## src/rtl/crs_pkg.sv

```systemverilog
package crs_pkg;
  typedef enum logic [2:0] {
    SEQ_OFF    = 3'd0,
    SEQ_WEAK   = 3'd1,
    SEQ_LOAD   = 3'd2,
    SEQ_COMMIT = 3'd3,
    SEQ_DONE   = 3'd4
  } seq_state_e;

  typedef enum logic [1:0] {
    POUT_FLOAT = 2'b00,
    POUT_WEAK  = 2'b01,
    POUT_CFG   = 2'b10
  } pout_mode_e;
endpackage

```

## src/rtl/crs_reset_sync.sv

```systemverilog
module crs_reset_sync #(
  parameter int STAGES = 2
) (
  input  logic clk,
  input  logic rst_n,
  output logic rst_core_n
);
  logic [STAGES-1:0] chain_q;

  always_ff @(posedge clk or negedge rst_n) begin
    if (!rst_n) chain_q <= '0;
    else        chain_q <= {chain_q[STAGES-2:0], 1'b1};
  end

  assign rst_core_n = chain_q[STAGES-1];
endmodule

```

## src/rtl/crs_addr_ctr.sv

```systemverilog
module crs_addr_ctr #(
  parameter int DEPTH = 8,
  localparam int AW = (DEPTH > 1) ? $clog2(DEPTH) : 1
) (
  input  logic          clk,
  input  logic          rst_n,
  input  logic          clr,
  input  logic          inc,
  output logic [AW-1:0] addr,
  output logic          last
);
  logic [AW-1:0] addr_q, addr_d;
  logic          addr_en;

  assign last = (addr_q == AW'(DEPTH - 1));

  always_comb begin
    addr_en = clr | (inc & ~last);
    addr_d  = clr ? '0 : addr_q + AW'(1);
  end

  always_ff @(posedge clk or negedge rst_n) begin
    if (!rst_n)       addr_q <= '0;
    else if (addr_en) addr_q <= addr_d;
  end

  assign addr = addr_q;
endmodule

```

## src/rtl/crs_latch_bank.sv

```systemverilog
module crs_latch_bank #(
  parameter int DEPTH  = 8,
  parameter int DATA_W = 8,
  localparam int AW = (DEPTH > 1) ? $clog2(DEPTH) : 1
) (
  input  logic                    clk,
  input  logic                    rst_n,
  input  logic                    stage_we,
  input  logic [AW-1:0]           stage_addr,
  input  logic [DATA_W-1:0]       stage_data,
  input  logic                    commit,
  output logic [DEPTH*DATA_W-1:0] live
);
  for (genvar s = 0; s < DEPTH; s++) begin : g_slot
    logic [DATA_W-1:0] shadow_q, live_q;
    logic              shadow_en;

    assign shadow_en = stage_we && (stage_addr == AW'(s));

    always_ff @(posedge clk or negedge rst_n) begin
      if (!rst_n)         shadow_q <= '0;
      else if (shadow_en) shadow_q <= stage_data;
    end

    always_ff @(posedge clk or negedge rst_n) begin
      if (!rst_n)      live_q <= '0;
      else if (commit) live_q <= shadow_q;
    end

    assign live[s*DATA_W +: DATA_W] = live_q;
  end
endmodule

```

## src/rtl/crs_seq_fsm.sv

```systemverilog
module crs_seq_fsm
  import crs_pkg::*;
(
  input  logic       clk,
  input  logic       rst_n,
  input  logic       supply_ok,
  input  logic       lockout_clr,
  input  logic       reload_req,
  input  logic       nvm_valid,
  input  logic       addr_last,
  output logic       nvm_req,
  output logic       addr_clr,
  output logic       load_go,
  output logic       commit_pulse,
  output logic       cfg_busy,
  output logic [1:0] pout_mode
);
  seq_state_e state_q, state_d;
  logic       cfgd_q, cfgd_d;

  always_comb begin
    state_d = state_q;
    if (!supply_ok) begin
      state_d = SEQ_OFF;
    end else begin
      case (state_q)
        SEQ_OFF:    state_d = SEQ_WEAK;
        SEQ_WEAK:   if (lockout_clr) state_d = SEQ_LOAD;
        SEQ_LOAD: begin
          if (!lockout_clr)                state_d = SEQ_WEAK;
          else if (reload_req)             state_d = SEQ_LOAD;
          else if (nvm_valid && addr_last) state_d = SEQ_COMMIT;
        end
        SEQ_COMMIT: state_d = lockout_clr ? SEQ_DONE : SEQ_WEAK;
        SEQ_DONE: begin
          if (!lockout_clr)    state_d = SEQ_WEAK;
          else if (reload_req) state_d = SEQ_LOAD;
        end
        default:    state_d = SEQ_OFF;
      endcase
    end
  end

  always_comb begin
    load_go  = (state_q == SEQ_LOAD) && supply_ok && lockout_clr &&
               !reload_req && nvm_valid;
    addr_clr = (state_q != SEQ_LOAD) || !supply_ok || !lockout_clr || reload_req;
    commit_pulse = (state_q == SEQ_COMMIT);
    nvm_req  = (state_q == SEQ_LOAD);
    cfg_busy = (state_q != SEQ_DONE);
    if ((state_d == SEQ_OFF) || (state_d == SEQ_WEAK)) cfgd_d = 1'b0;
    else if (commit_pulse)                              cfgd_d = 1'b1;
    else                                                cfgd_d = cfgd_q;
  end

  always_ff @(posedge clk or negedge rst_n) begin
    if (!rst_n) begin
      state_q <= SEQ_OFF;
      cfgd_q  <= 1'b0;
    end else begin
      state_q <= state_d;
      cfgd_q  <= cfgd_d;
    end
  end

  always_comb begin
    if (state_q == SEQ_OFF) pout_mode = POUT_FLOAT;
    else if (cfgd_q)        pout_mode = POUT_CFG;
    else                    pout_mode = POUT_WEAK;
  end
endmodule

```

## src/rtl/cfg_restore_seq.sv

```systemverilog
module cfg_restore_seq #(
  parameter int DEPTH  = 8,
  parameter int DATA_W = 8,
  localparam int AW = (DEPTH > 1) ? $clog2(DEPTH) : 1
) (
  input  logic                    clk,
  input  logic                    rst_n,
  input  logic                    supply_ok,
  input  logic                    lockout_clr,
  input  logic                    reload_req,
  output logic                    nvm_req,
  output logic [AW-1:0]           nvm_addr,
  input  logic                    nvm_valid,
  input  logic [DATA_W-1:0]       nvm_data,
  output logic                    commit_pulse,
  output logic                    cfg_busy,
  output logic [1:0]              pout_mode,
  output logic [DEPTH*DATA_W-1:0] active_cfg
);
  logic rst_core_n;
  logic addr_clr, load_go, addr_last;

  crs_reset_sync #(.STAGES(2)) u_rst (
    .clk(clk), .rst_n(rst_n), .rst_core_n(rst_core_n)
  );

  crs_seq_fsm u_fsm (
    .clk(clk), .rst_n(rst_core_n),
    .supply_ok(supply_ok), .lockout_clr(lockout_clr), .reload_req(reload_req),
    .nvm_valid(nvm_valid), .addr_last(addr_last),
    .nvm_req(nvm_req), .addr_clr(addr_clr), .load_go(load_go),
    .commit_pulse(commit_pulse), .cfg_busy(cfg_busy), .pout_mode(pout_mode)
  );

  crs_addr_ctr #(.DEPTH(DEPTH)) u_addr (
    .clk(clk), .rst_n(rst_core_n),
    .clr(addr_clr), .inc(load_go),
    .addr(nvm_addr), .last(addr_last)
  );

  crs_latch_bank #(.DEPTH(DEPTH), .DATA_W(DATA_W)) u_bank (
    .clk(clk), .rst_n(rst_core_n),
    .stage_we(load_go), .stage_addr(nvm_addr), .stage_data(nvm_data),
    .commit(commit_pulse), .live(active_cfg)
  );
endmodule

```

## config.mk

```make
export PLATFORM = sky130hd
export DESIGN_NAME = cfg_restore_seq
export DESIGN_NICKNAME = d
export VERILOG_FILES = /design/src/rtl/crs_pkg.sv /design/src/rtl/crs_reset_sync.sv /design/src/rtl/crs_addr_ctr.sv /design/src/rtl/crs_latch_bank.sv /design/src/rtl/crs_seq_fsm.sv /design/src/rtl/cfg_restore_seq.sv
export SDC_FILE = /design/constraint.sdc
export NUM_CORES = 1
export LEC_CHECK = 0
export ABC_AREA = 1
export CAP_MARGIN = 10
export CORE_MARGIN = 1.5
export CORE_UTILIZATION = 31
export DETAILED_ROUTE_END_ITERATION = 10
export HOLD_SLACK_MARGIN = 0.15
export PLACE_DENSITY = 0.5
export REMOVE_ABC_BUFFERS = 1
export SYNTH_ARGS = -nofsm -noshare
export SYNTH_HDL_FRONTEND = slang
export SYNTH_SLANG_ARGS = --single-unit
```

## constraint.sdc

```tcl
create_clock -name clk -period 4.9 [get_ports clk]
set_input_delay 0.735 -clock clk [delete_from_list [all_inputs] [get_ports clk]]
set_output_delay 0.735 -clock clk [all_outputs]
set_load 0.05 [all_outputs]
```

==> metrics.cfg, run 1 <==
[sta]
ratio_of_final_minimum_period_to_clock_period=0.559
timing.clock.skew_ps=13.2
worst_pin_slew_ps=757
fin_crit_ps=2740
timing.fmax_mhz=365
maxSlewViolCount=0
rsz0062_at_grt=no
slew_headroom=0.495
timing.hold.ws_ps=303
final.setup.tns_ps=0
final-setup-viol-count=0
finalHoldViolCount=0

[grt]
global_router_s_overall_resource_usage=0.146
globalRouteOverflowTotal=0
number_of_global_route_vias_before_repair=3900
globalRouteMet2Util=0.216
maximum_number_of_pins_on_one_net_before_global_route_repair=66
grt_antenna_before_repair=0
global_route_wire_length_before_repair_mm=20.2
grt_busiest_layer=met2
grt_use_met1=0.206
groute.layer.met3.usage=0.0397

[route]
first_pass_iters=4
vias_per_std_cell=4.34
num_vias=3952
routed_wirelength_mm=12.3
detail_route.iter0.violations=243
route.detailed.wl_per_inst_microns=13.5
drtAntennaViolNets=0
drt_drc_violations_left=0

[critical_path]
crit_path_max_fanout=5
timing.critical_path.from_type=register
endpoint_class_of_the_critical_path=output port
worstPathArrival_ps=2000
timing.setup.critical_path_class=register to output port
worst_ep_required_time_ps=4160

[die]
fp-row-count=47
floorplan.die_area_sq_mm=0.0180
initial_utilization=0.318
die_height_microns=134
floorplan_die_width_microns=134
boundaryPins=86
design.core.area_sq_mm=0.0167

[power_and_ir_drop]
p_sw_frac=0.223
netSwitchingPower_mw=0.545
power_density_mw_per_mm2=351
power_frac_clock=0.483
pwr-share-seq=0.474
vdd_drop_max_mv=0.234
p_int_mw=1.90
total_leakage_power_nw=3.57
total_power_mw=2.44
p_comb_frac=0.043

[layout]
most_frequent_cells_in_the_layout=nand2_1 (321), dfrtp_1 (136), clkdlybuf4s50_1 (85), o21ai_1 (28), inv_1 (22)
final_common_cell=nand2_1
syn2layout_area_growth_pct=30.8
post-route-util=0.417
final_net_count=697
final_layout_size_suffix_gt1_frac=0.0739
antenna_cells_inserted=0

[run_status]
result_of_the_run=finished clean

[yosys]
synth.distinct_cells=22
seq_area_frac_synth=0.645
ys.warnings.count=0
synthesis.area_per_instance_sq_um=9.03
postSynthCellCount=589
post_synth_instance_area_sq_mm=0.00532
yosys_register_bits=137

[clock_network]
postCtsSetupBuffers=0
clock-root-buffer=clkbuf_16
cts_sinks=137
htree_levels=4
tritoncts=built
clock_path_buffers=2
hold_buffers=0
cts_inserted_buffers=17
path_clk_slew_ps=60
post_cts_resized=0
worst_skew_pair.late_latency_ps=420

[job]
max-cap-violations=0

[worst_hold_path]
min_path_type=register to asynchronous set/reset pin

[placed_design]
finalWeightedCongestion=0.721
io_buffers=85
dp_hpwl_mm=7.97

==> flip-flops by register name (all words and copies together) (netlist names) <==
signal and count:
u_bank.g_slot.live_q 64, u_bank.g_slot.shadow_q 64, u_addr.addr 3, u_fsm.state_q 3
u_rst.chain_q 2, u_fsm.cfgd_q 1
==> cells in the mapped netlist <==
cell | count | area (sq um)
nand3_1 | 5 | 25.0
nor2_4 | 3 | 33.8
buf_1 | 6 | 22.5
or2_2 | 1 | 6.26
ha_1 | 6 | 75.1
a21boi_0 | 1 | 7.51
buf_2 | 6 | 30.0
clkbuf_1 | 8 | 30.0
nand4_1 | 1 | 6.26
conb_1 | 1 | 3.75
o21ai_1 | 28 | 140
inv_1 | 23 | 86.3
nand2_2 | 5 | 31.3
inv_2 | 3 | 11.3
dfrtp_1 | 137 | 3430
nor3_1 | 1 | 5.00
a21oi_1 | 3 | 15.0
nor2_8 | 1 | 20.0
nor2_1 | 11 | 41.3
nand3_2 | 1 | 10.0
o21ai_0 | 17 | 85.1
nand2_1 | 321 | 1200
==> worst max-delay path, stage by stage (launching register included) <==
cell	delay, ps
dfrtp_1	430
nor2_1	170
inv_1	90
nor2_1	140
nor2_1	60
clkdlybuf4s50_1	700
==> final cells by class <==
type                            instances  area (sq um)
Clock inverter                          7          40.0
Multi-Input combinational cell        406          1720
Inverter                               26          97.6
Timing Repair Buffer                   89           881
Sequential cell                       137          3430
Fill cell                            1675          9740
Clock buffer                           25           515
Tap cell                              220           275
==> kinds of logic after synthesis <==
group | Yosys count | share of synthesized area
buffers and inverters | 46 | 0.0339
other | 1 | 0.000705
AOI/OAI and AO/OA | 49 | 0.0466
and+or+nand+nor | 350 | 0.260
adders and majority gates | 6 | 0.0141
DFF | 137 | 0.645
==> power groups by stage <==
stage | clock, mW | combinational, mW | sequential, mW
after detailed placement | 0 | 0.108 | 1.18
after CTS | 1.21 | 0.108 | 1.16
after global routing | 1.26 | 0.117 | 1.16
after global placement | 0 | 0.106 | 1.18
after floorplan | 0 | 0.0315 | 1.21
final | 1.18 | 0.105 | 1.16
==> routing by layer <==
layer / up-vias / part of all wire / wire length [microns]
li1: 1987 / - / -
met2: 96 / 0.44 / 5440
met4: 0 / 0.013 / 159
met3: 14 / 0.051 / 632
met1: 1855 / 0.49 / 6070
met5: - / 0 / 0
==> worst paths after layout <==
kind	from	end	slack [ps]	cells after the start
worst max-delay path	u_fsm.state_q[1]$_DFF_PN0_	pout_mode[0]	2160	5
worst min-delay path	u_rst.chain_q[1]$_DFF_PN0_	u_bank.g_slot[5].live_q[6]$_DFFE_PN0N_	300	0
worst max register to register	u_addr.addr[0]$_DFFE_PN0P_	u_bank.g_slot[7].shadow_q[4]$_DFFE_PN0P_	2990	4
worst min register to register	u_rst.chain_q[1]$_DFF_PN0_	u_bank.g_slot[5].live_q[6]$_DFFE_PN0N_	300	0
max in group asynchronous	u_rst.chain_q[1]$_DFF_PN0_	u_bank.g_slot[3].live_q[1]$_DFFE_PN0N_	3440	1
min in group clk	u_rst.chain_q[0]$_DFF_PN0_	u_rst.chain_q[1]$_DFF_PN0_	350	0
==> through the flow <==
stage	setup WS (ps)	cell area, sq um	instances
floorplan	800	5240	569
global placement	2440	6400	878
detailed placement	2330	6400	878
CTS	2130	6960	910
global route	2000	6960	910
finish	2160	6960	910
Note: power is estimated with default switching activity, not from simulation.
==> run 2: changes to the inputs <==
--- a/config.mk
+++ b/config.mk
@@ -11,7 +11,7 @@
 export CORE_UTILIZATION = 31
 export DETAILED_ROUTE_END_ITERATION = 10
 export HOLD_SLACK_MARGIN = 0.15
-export PLACE_DENSITY = 0.5
+export PLACE_DENSITY = 0.52
 export REMOVE_ABC_BUFFERS = 1
 export SYNTH_ARGS = -nofsm -noshare
 export SYNTH_HDL_FRONTEND = slang
==> constraint.sdc (replaced) <==
create_clock -name clk -period 2.4 [get_ports clk]
set_input_delay 0.36 -clock clk [delete_from_list [all_inputs] [get_ports clk]]
set_output_delay 0.36 -clock clk [all_outputs]
set_load 0.05 [all_outputs]
==> metrics.cfg, run 2 (synthesis gave the netlist of run 1 again) <==
[layout]
syn2layout_area_growth_pct=31.1
final_common_cell=nand2_1
final_net_count=700  ; +0.43%
most_frequent_cells_in_the_layout=nand2_1 (321), dfrtp_1 (136), clkdlybuf4s50_1 (81), o21ai_1 (28), inv_1 (22)
reg_top3=u_bank.g_slot.live_q (64), u_bank.g_slot.shadow_q (64)
antenna_cells_inserted=0  ; unchanged
postLayoutCellArea_sq_mm=0.00697  ; +0.23%
final_layout_size_suffix_gt1_frac=0.0711  ; -0.00280
post-route-util=0.418  ; +0.000974
post_layout_nonfiller_instances=909  ; -0.11%

[grt]
maximum_number_of_pins_on_one_net_before_global_route_repair=66  ; unchanged
number_of_global_route_vias_before_repair=4164  ; +6.8%
global_route_wire_length_before_repair_mm=21.2  ; +5.3%
globalRouteOverflowTotal=0  ; unchanged
global_router_s_overall_resource_usage=0.153  ; +0.00700
grt_antenna_before_repair=0  ; unchanged

[clock_network]
clock-root-buffer=clkbuf_16
worst_skew_pair.late_latency_ps=420  ; about the same
path_clk_slew_ps=50  ; about the same
postCtsSetupBuffers=0  ; unchanged
cts_inserted_buffers=17  ; unchanged
clock_path_buffers=2  ; unchanged
tritoncts=built
cts_sinks=137  ; unchanged
htree_levels=4  ; unchanged

[sta]
worst_pin_slew_ps=689  ; -67.7 ps
rsz0062_at_grt=no
final.setup.tns_ps=0  ; unchanged
final-setup-viol-count=0  ; unchanged
timing.fmax_mhz=443
fin_crit_ps=2260
timing.clock.skew_ps=11.9  ; -1.29 ps
finalHoldViolCount=0  ; unchanged
ratio_of_final_minimum_period_to_clock_period=0.940
maxSlewViolCount=0  ; unchanged
slew_headroom=0.540  ; +0.0451

[placed_design]
finalWeightedCongestion=0.802  ; +11%
cell_count_after_placement=880  ; +0.23%
io_buffers=85  ; unchanged
placed_area_sq_mm=0.00645  ; +0.78%
dp_hpwl_mm=8.26  ; +3.6%

[run_status]
result_of_the_run=finished clean

[die]
design.core.area_sq_mm=0.0167  ; unchanged
die_height_microns=134  ; unchanged
initial_utilization=0.318  ; unchanged
floorplan.die_area_sq_mm=0.0180  ; unchanged
boundaryPins=86  ; unchanged
fp-row-count=47  ; unchanged
floorplan_die_width_microns=134  ; unchanged

[job]
max-cap-violations=0  ; unchanged

[route]
detail_route.iter0.violations=253  ; +4.1%
num_vias=4014  ; +1.6%
first_pass_iters=5  ; +1
drt_drc_violations_left=0  ; unchanged
route.detailed.wl_per_inst_microns=14.0  ; +3.5%
vias_per_std_cell=4.42  ; +1.7%
routed_wirelength_mm=12.7  ; +3.4%
drtAntennaViolNets=0  ; unchanged

[critical_path]
reg2reg_depth=6  ; +2
cpLargestDelayFamily=buffers and inverters
cpPeakStageDelay_ps=900  ; +200 ps
worst_r2r_startpoint=u_fsm.state_q[2]$_DFF_PN0_
r2r_slack_ps=730  ; -2260 ps
critical_path.n_buffers_inverters=1  ; -1
slowest_stage=clkdlybuf4s50_1
timing.critical_path.cells=clkdlybuf4s50_1
timing.setup.critical_path_class=register to output port
worstPathArrival_ps=1900  ; -100 ps
timing.critical_path.from_type=register
worst_ep_required_time_ps=2040  ; -2120 ps
endpoint_class_of_the_critical_path=output port
crit_path_max_fanout=13  ; +8
worstReg2RegEnd=u_fsm.cfgd_q$_DFFE_PN0P_

[power_and_ir_drop]
vdd_drop_max_mv=0.491  ; +110%
power_density_mw_per_mm2=700  ; +99%
total_leakage_power_nw=3.60  ; +0.97%

[worst_hold_path]
min_path_type=register to asynchronous set/reset pin

run 2: cell types whose count changed in the layout (fill, tap and decap cells not counted), sizes merged, moves of 2 or more:
cell | previous run | this run
clkinvlp | 2 | 0
buf | 4 | 7
dlygate4sd2 | 0 | 2
clkdlybuf4s50 | 85 | 81
run 2: how the worst max path moves through the flow:
stage / start / endpoint / slack, ps / cells past startpoint
2_1_floorplan: u_rst.chain_q[1]$_DFF_PN0_ / u_addr.addr[0]$_DFFE_PN0P_ / -1700 / 0
3_3_place_gp: lockout_clr / u_bank.g_slot[0].shadow_q[7]$_DFFE_PN0P_ / 410 / 8
3_5_place_dp: lockout_clr / u_bank.g_slot[0].shadow_q[7]$_DFFE_PN0P_ / 350 / 8
4_1_cts: u_fsm.state_q[2]$_DFF_PN0_ / nvm_req / 50 / 4
5_1_grt: u_addr.addr[2]$_DFFE_PN0P_ / nvm_addr[2] / 60 / 1
6_report: u_addr.addr[2]$_DFFE_PN0P_ / nvm_addr[2] / 140 / 1
run 2: final cells by class:
type                            count  area (sq um)
Clock buffer                       24           492
Clock inverter                      4          20.0
Fill cell                        1706          9730
Inverter                           26          97.6
Multi-Input combinational cell    406          1720
Sequential cell                   137          3430
Tap cell                          220           275
Timing Repair Buffer               92           941
run 2: metal layers:
| layer | GRT usage | wire length, microns | up-vias |
|---|---|---|---|
| li1 | - | - | 1999 |
| met3 | 0.0450 | 489 | 11 |
| met5 | 0 | 0 | - |
| met4 | 0.0604 | 125 | 0 |
| met2 | 0.239 | 5940 | 83 |
| met1 | 0.200 | 6160 | 1921 |
run 2: per-stage QoR:
step | worst slack [ps] | hold WS (ps) | total power [mW]
after floorplan | -1700 | 64.4 | 2.53
after global placement | 410 | 193 | 2.63
after detailed placement | 345 | 199 | 2.64
after CTS | 46.9 | 202 | 4.97
after global routing | 64.4 | 213 | 5.08
final | 144 | 193 | 4.88
run 2: report_power, final:
part           leakage, nW  internal [mW]  switching [mW]
sequential            1.90           2.34          0.0214
clock                0.257           1.40           0.890
combinational         1.44         0.0691           0.161
total                 3.60           3.81            1.07
run 2: what timing repair did:
item	in CTS	in global routing
hold endpoints to repair	2	0
hold buffers	1	0
setup endpoints to repair	2	1
resized for setup	2	1
gates cloned	0	0
==> run 3: changes to the inputs <==
--- a/config.mk
+++ b/config.mk
@@ -11,7 +11,7 @@
 export CORE_UTILIZATION = 31
 export DETAILED_ROUTE_END_ITERATION = 10
 export HOLD_SLACK_MARGIN = 0.15
-export PLACE_DENSITY = 0.52
+export PLACE_DENSITY = 0.54
 export REMOVE_ABC_BUFFERS = 1
 export SYNTH_ARGS = -nofsm -noshare
 export SYNTH_HDL_FRONTEND = slang
==> metrics.cfg, run 3 (synthesis gave the netlist of run 1 again) <==
[power_and_ir_drop]
total_leakage_power_nw=3.63  ; +0.79%
power_density_mw_per_mm2=742  ; +6.1%
p_int_mw=4.14  ; +8.8%
netSwitchingPower_mw=1.11  ; +3.7%
total_power_mw=5.25  ; +7.6%
p_sw_frac=0.212  ; -0.00811
p_comb_frac=0.042  ; -0.005
vdd_drop_max_mv=0.498  ; +1.5%
power_frac_clock=0.507  ; +0.038
pwr-share-seq=0.451  ; -0.033

[placed_design]
io_buffers=85  ; unchanged
finalWeightedCongestion=0.809  ; +0.84%
dp_hpwl_mm=8.49  ; +2.9%
placed_area_sq_mm=0.00646  ; +0.12%

[run_status]
result_of_the_run=finished clean

[die]
floorplan_die_width_microns=134  ; unchanged
design.core.area_sq_mm=0.0167  ; unchanged
fp-row-count=47  ; unchanged
die_height_microns=134  ; unchanged
initial_utilization=0.318  ; unchanged
boundaryPins=86  ; unchanged
floorplan.die_area_sq_mm=0.0180  ; unchanged

[clock_network]
postCtsSetupBuffers=0  ; unchanged
cts_sinks=137  ; unchanged
cts_inserted_buffers=17  ; unchanged
tritoncts=built
clock-root-buffer=clkbuf_16
htree_levels=4  ; unchanged
worst_skew_pair.late_latency_ps=420  ; about the same
path_clk_slew_ps=60  ; about the same
clock_path_buffers=2  ; unchanged

[worst_hold_path]
min_path_type=register to asynchronous set/reset pin

[sta]
timing.clock.skew_ps=9.78  ; -2.15 ps
final.setup.tns_ps=0  ; unchanged
fin_crit_ps=2310  ; +55.8 ps
timing.fmax_mhz=433  ; -2.4%
maxSlewViolCount=0  ; unchanged
final-setup-viol-count=0  ; unchanged
ratio_of_final_minimum_period_to_clock_period=0.963  ; +0.0233
slew_headroom=0.565  ; +0.0241
finalHoldViolCount=0  ; unchanged
worst_pin_slew_ps=653  ; -36.1 ps
rsz0062_at_grt=no

[route]
first_pass_iters=4  ; -1
route.detailed.wl_per_inst_microns=13.9  ; -0.37%
vias_per_std_cell=4.35  ; -1.5%
drtAntennaViolNets=0  ; unchanged
routed_wirelength_mm=12.7  ; about the same
drt_drc_violations_left=0  ; unchanged
num_vias=3970  ; -1.1%
detail_route.iter0.violations=219  ; -13%

[layout]
final_net_count=701  ; +0.14%
final_common_cell=nand2_1
most_frequent_cells_in_the_layout=nand2_1 (321), dfrtp_1 (136), clkdlybuf4s50_1 (82), o21ai_1 (28), inv_1 (22)
reg_top3=u_bank.g_slot.live_q (64), u_bank.g_slot.shadow_q (64)
antenna_cells_inserted=0  ; unchanged
postLayoutCellArea_sq_mm=0.00707  ; +1.4%
final_layout_size_suffix_gt1_frac=0.0779  ; +0.00680
syn2layout_area_growth_pct=33.0

[critical_path]
cpLargestDelayFamily=buffers and inverters
worst_r2r_startpoint=u_fsm.state_q[2]$_DFF_PN0_
worstPathArrival_ps=1950  ; +50 ps
reg2reg_depth=6  ; unchanged
timing.critical_path.cells=inv_2 -> nand3_2 -> inv_2 -> clkdlybuf4s50_1
timing.setup.critical_path_class=register to output port
worst_ep_required_time_ps=2040  ; about the same
cpPeakStageDelay_ps=800  ; -100 ps
critical_path.n_buffers_inverters=3  ; +2
slowest_stage=clkdlybuf4s50_1
worstSetupPathDepth=4  ; +3
endpoint_class_of_the_critical_path=output port
r2r_slack_ps=750  ; +20 ps
setup.worst_path.start=u_fsm.state_q[2]$_DFF_PN0_
timing.critical_path.mode_cell=inv_2
crit_path_max_fanout=6  ; -7
timing.critical_path.from_type=register

[grt]
global_route_wire_length_before_repair_mm=21.4  ; +0.75%
maximum_number_of_pins_on_one_net_before_global_route_repair=66  ; unchanged
globalRouteOverflowTotal=0  ; unchanged
global_router_s_overall_resource_usage=0.155  ; +0.00141
grt_antenna_before_repair=0  ; unchanged
number_of_global_route_vias_before_repair=4174  ; +0.24%

[job]
max-cap-violations=0  ; unchanged

-- run 3: cell types whose count changed in the layout (fill, tap and decap cells not counted) --
cell,delta
buf_4,+1
clkdlybuf4s50_1,+1
clkbuf_1,-1
dlymetal6s2s_1,-1
bufinv_16,+3
clkinvlp_4,+1
-- run 3: layout make-up --
cell class / instances / area, sq um
clock buffers: 23 / 488
well taps: 220 / 275
flip-flops and latches: 137 / 3430
repair buffers: 93 / 946
fillers: 1626 / 9630
inverters: 26 / 97.6
multi-input cells: 406 / 1720
clock inverters: 8 / 118
-- run 3: worst paths after layout --
| check | end |
|---|---|
| worst max-delay path | nvm_req |
| worst min-delay path | u_bank.g_slot[5].live_q[6]$_DFFE_PN0N_ |
| worst max register to register | u_fsm.cfgd_q$_DFFE_PN0P_ |
| worst min register to register | u_bank.g_slot[5].live_q[6]$_DFFE_PN0N_ |
| max in group asynchronous | u_bank.g_slot[2].live_q[0]$_DFFE_PN0N_ |
| min in group clk | u_rst.chain_q[1]$_DFF_PN0_ |
-- run 3: what timing repair did --
action                                 in CTS  in global routing
setup endpoints to repair                   2                  0
endpoints found under the hold margin       2                  0
gates resized for setup                     2                  0
hold buffers                                1                  0
-- run 3: worst reg2reg max path: stages (launching register included) --
cell	delay, ps
dfrtp_1	440
inv_2	80
nand3_2	80
buf_4	540
o21ai_0	200
nand2_1	130
a21oi_1	70
-- run 3: through the flow --
stage | worst slack, ps | std cells | utilization | hold slack (ps)
after floorplan | -1700 | 569 | - | 64.4
after global placement | 395 | 881 | 0.387 | 336
after detailed placement | 389 | 881 | 0.387 | 341
after CTS | 74.0 | 913 | 0.423 | 354
after global routing | 9.05 | 913 | 0.423 | 361
final | 87.9 | 913 | 0.423 | 323
-- run 3: power by group through the flow --
stage / logic [mW] / clock network [mW] / registers, mW
6_report: 0.222 / 2.66 / 2.37
5_1_grt: 0.246 / 2.84 / 2.37
4_1_cts: 0.228 / 2.73 / 2.37
3_5_place_dp: 0.227 / 0 / 2.41
3_3_place_gp: 0.223 / 0 / 2.41
2_1_floorplan: 0.0643 / 0 / 2.46
-- run 3: metal layers --
metal / wire length [microns] / global-route usage / vias up
li1: - / - / 1995
met1: 6080 / 0.197 / 1890
met2: 5980 / 0.253 / 73
met3: 529 / 0.0435 / 12
met4: 136 / 0.0543 / 0
met5: 0 / 0 / -
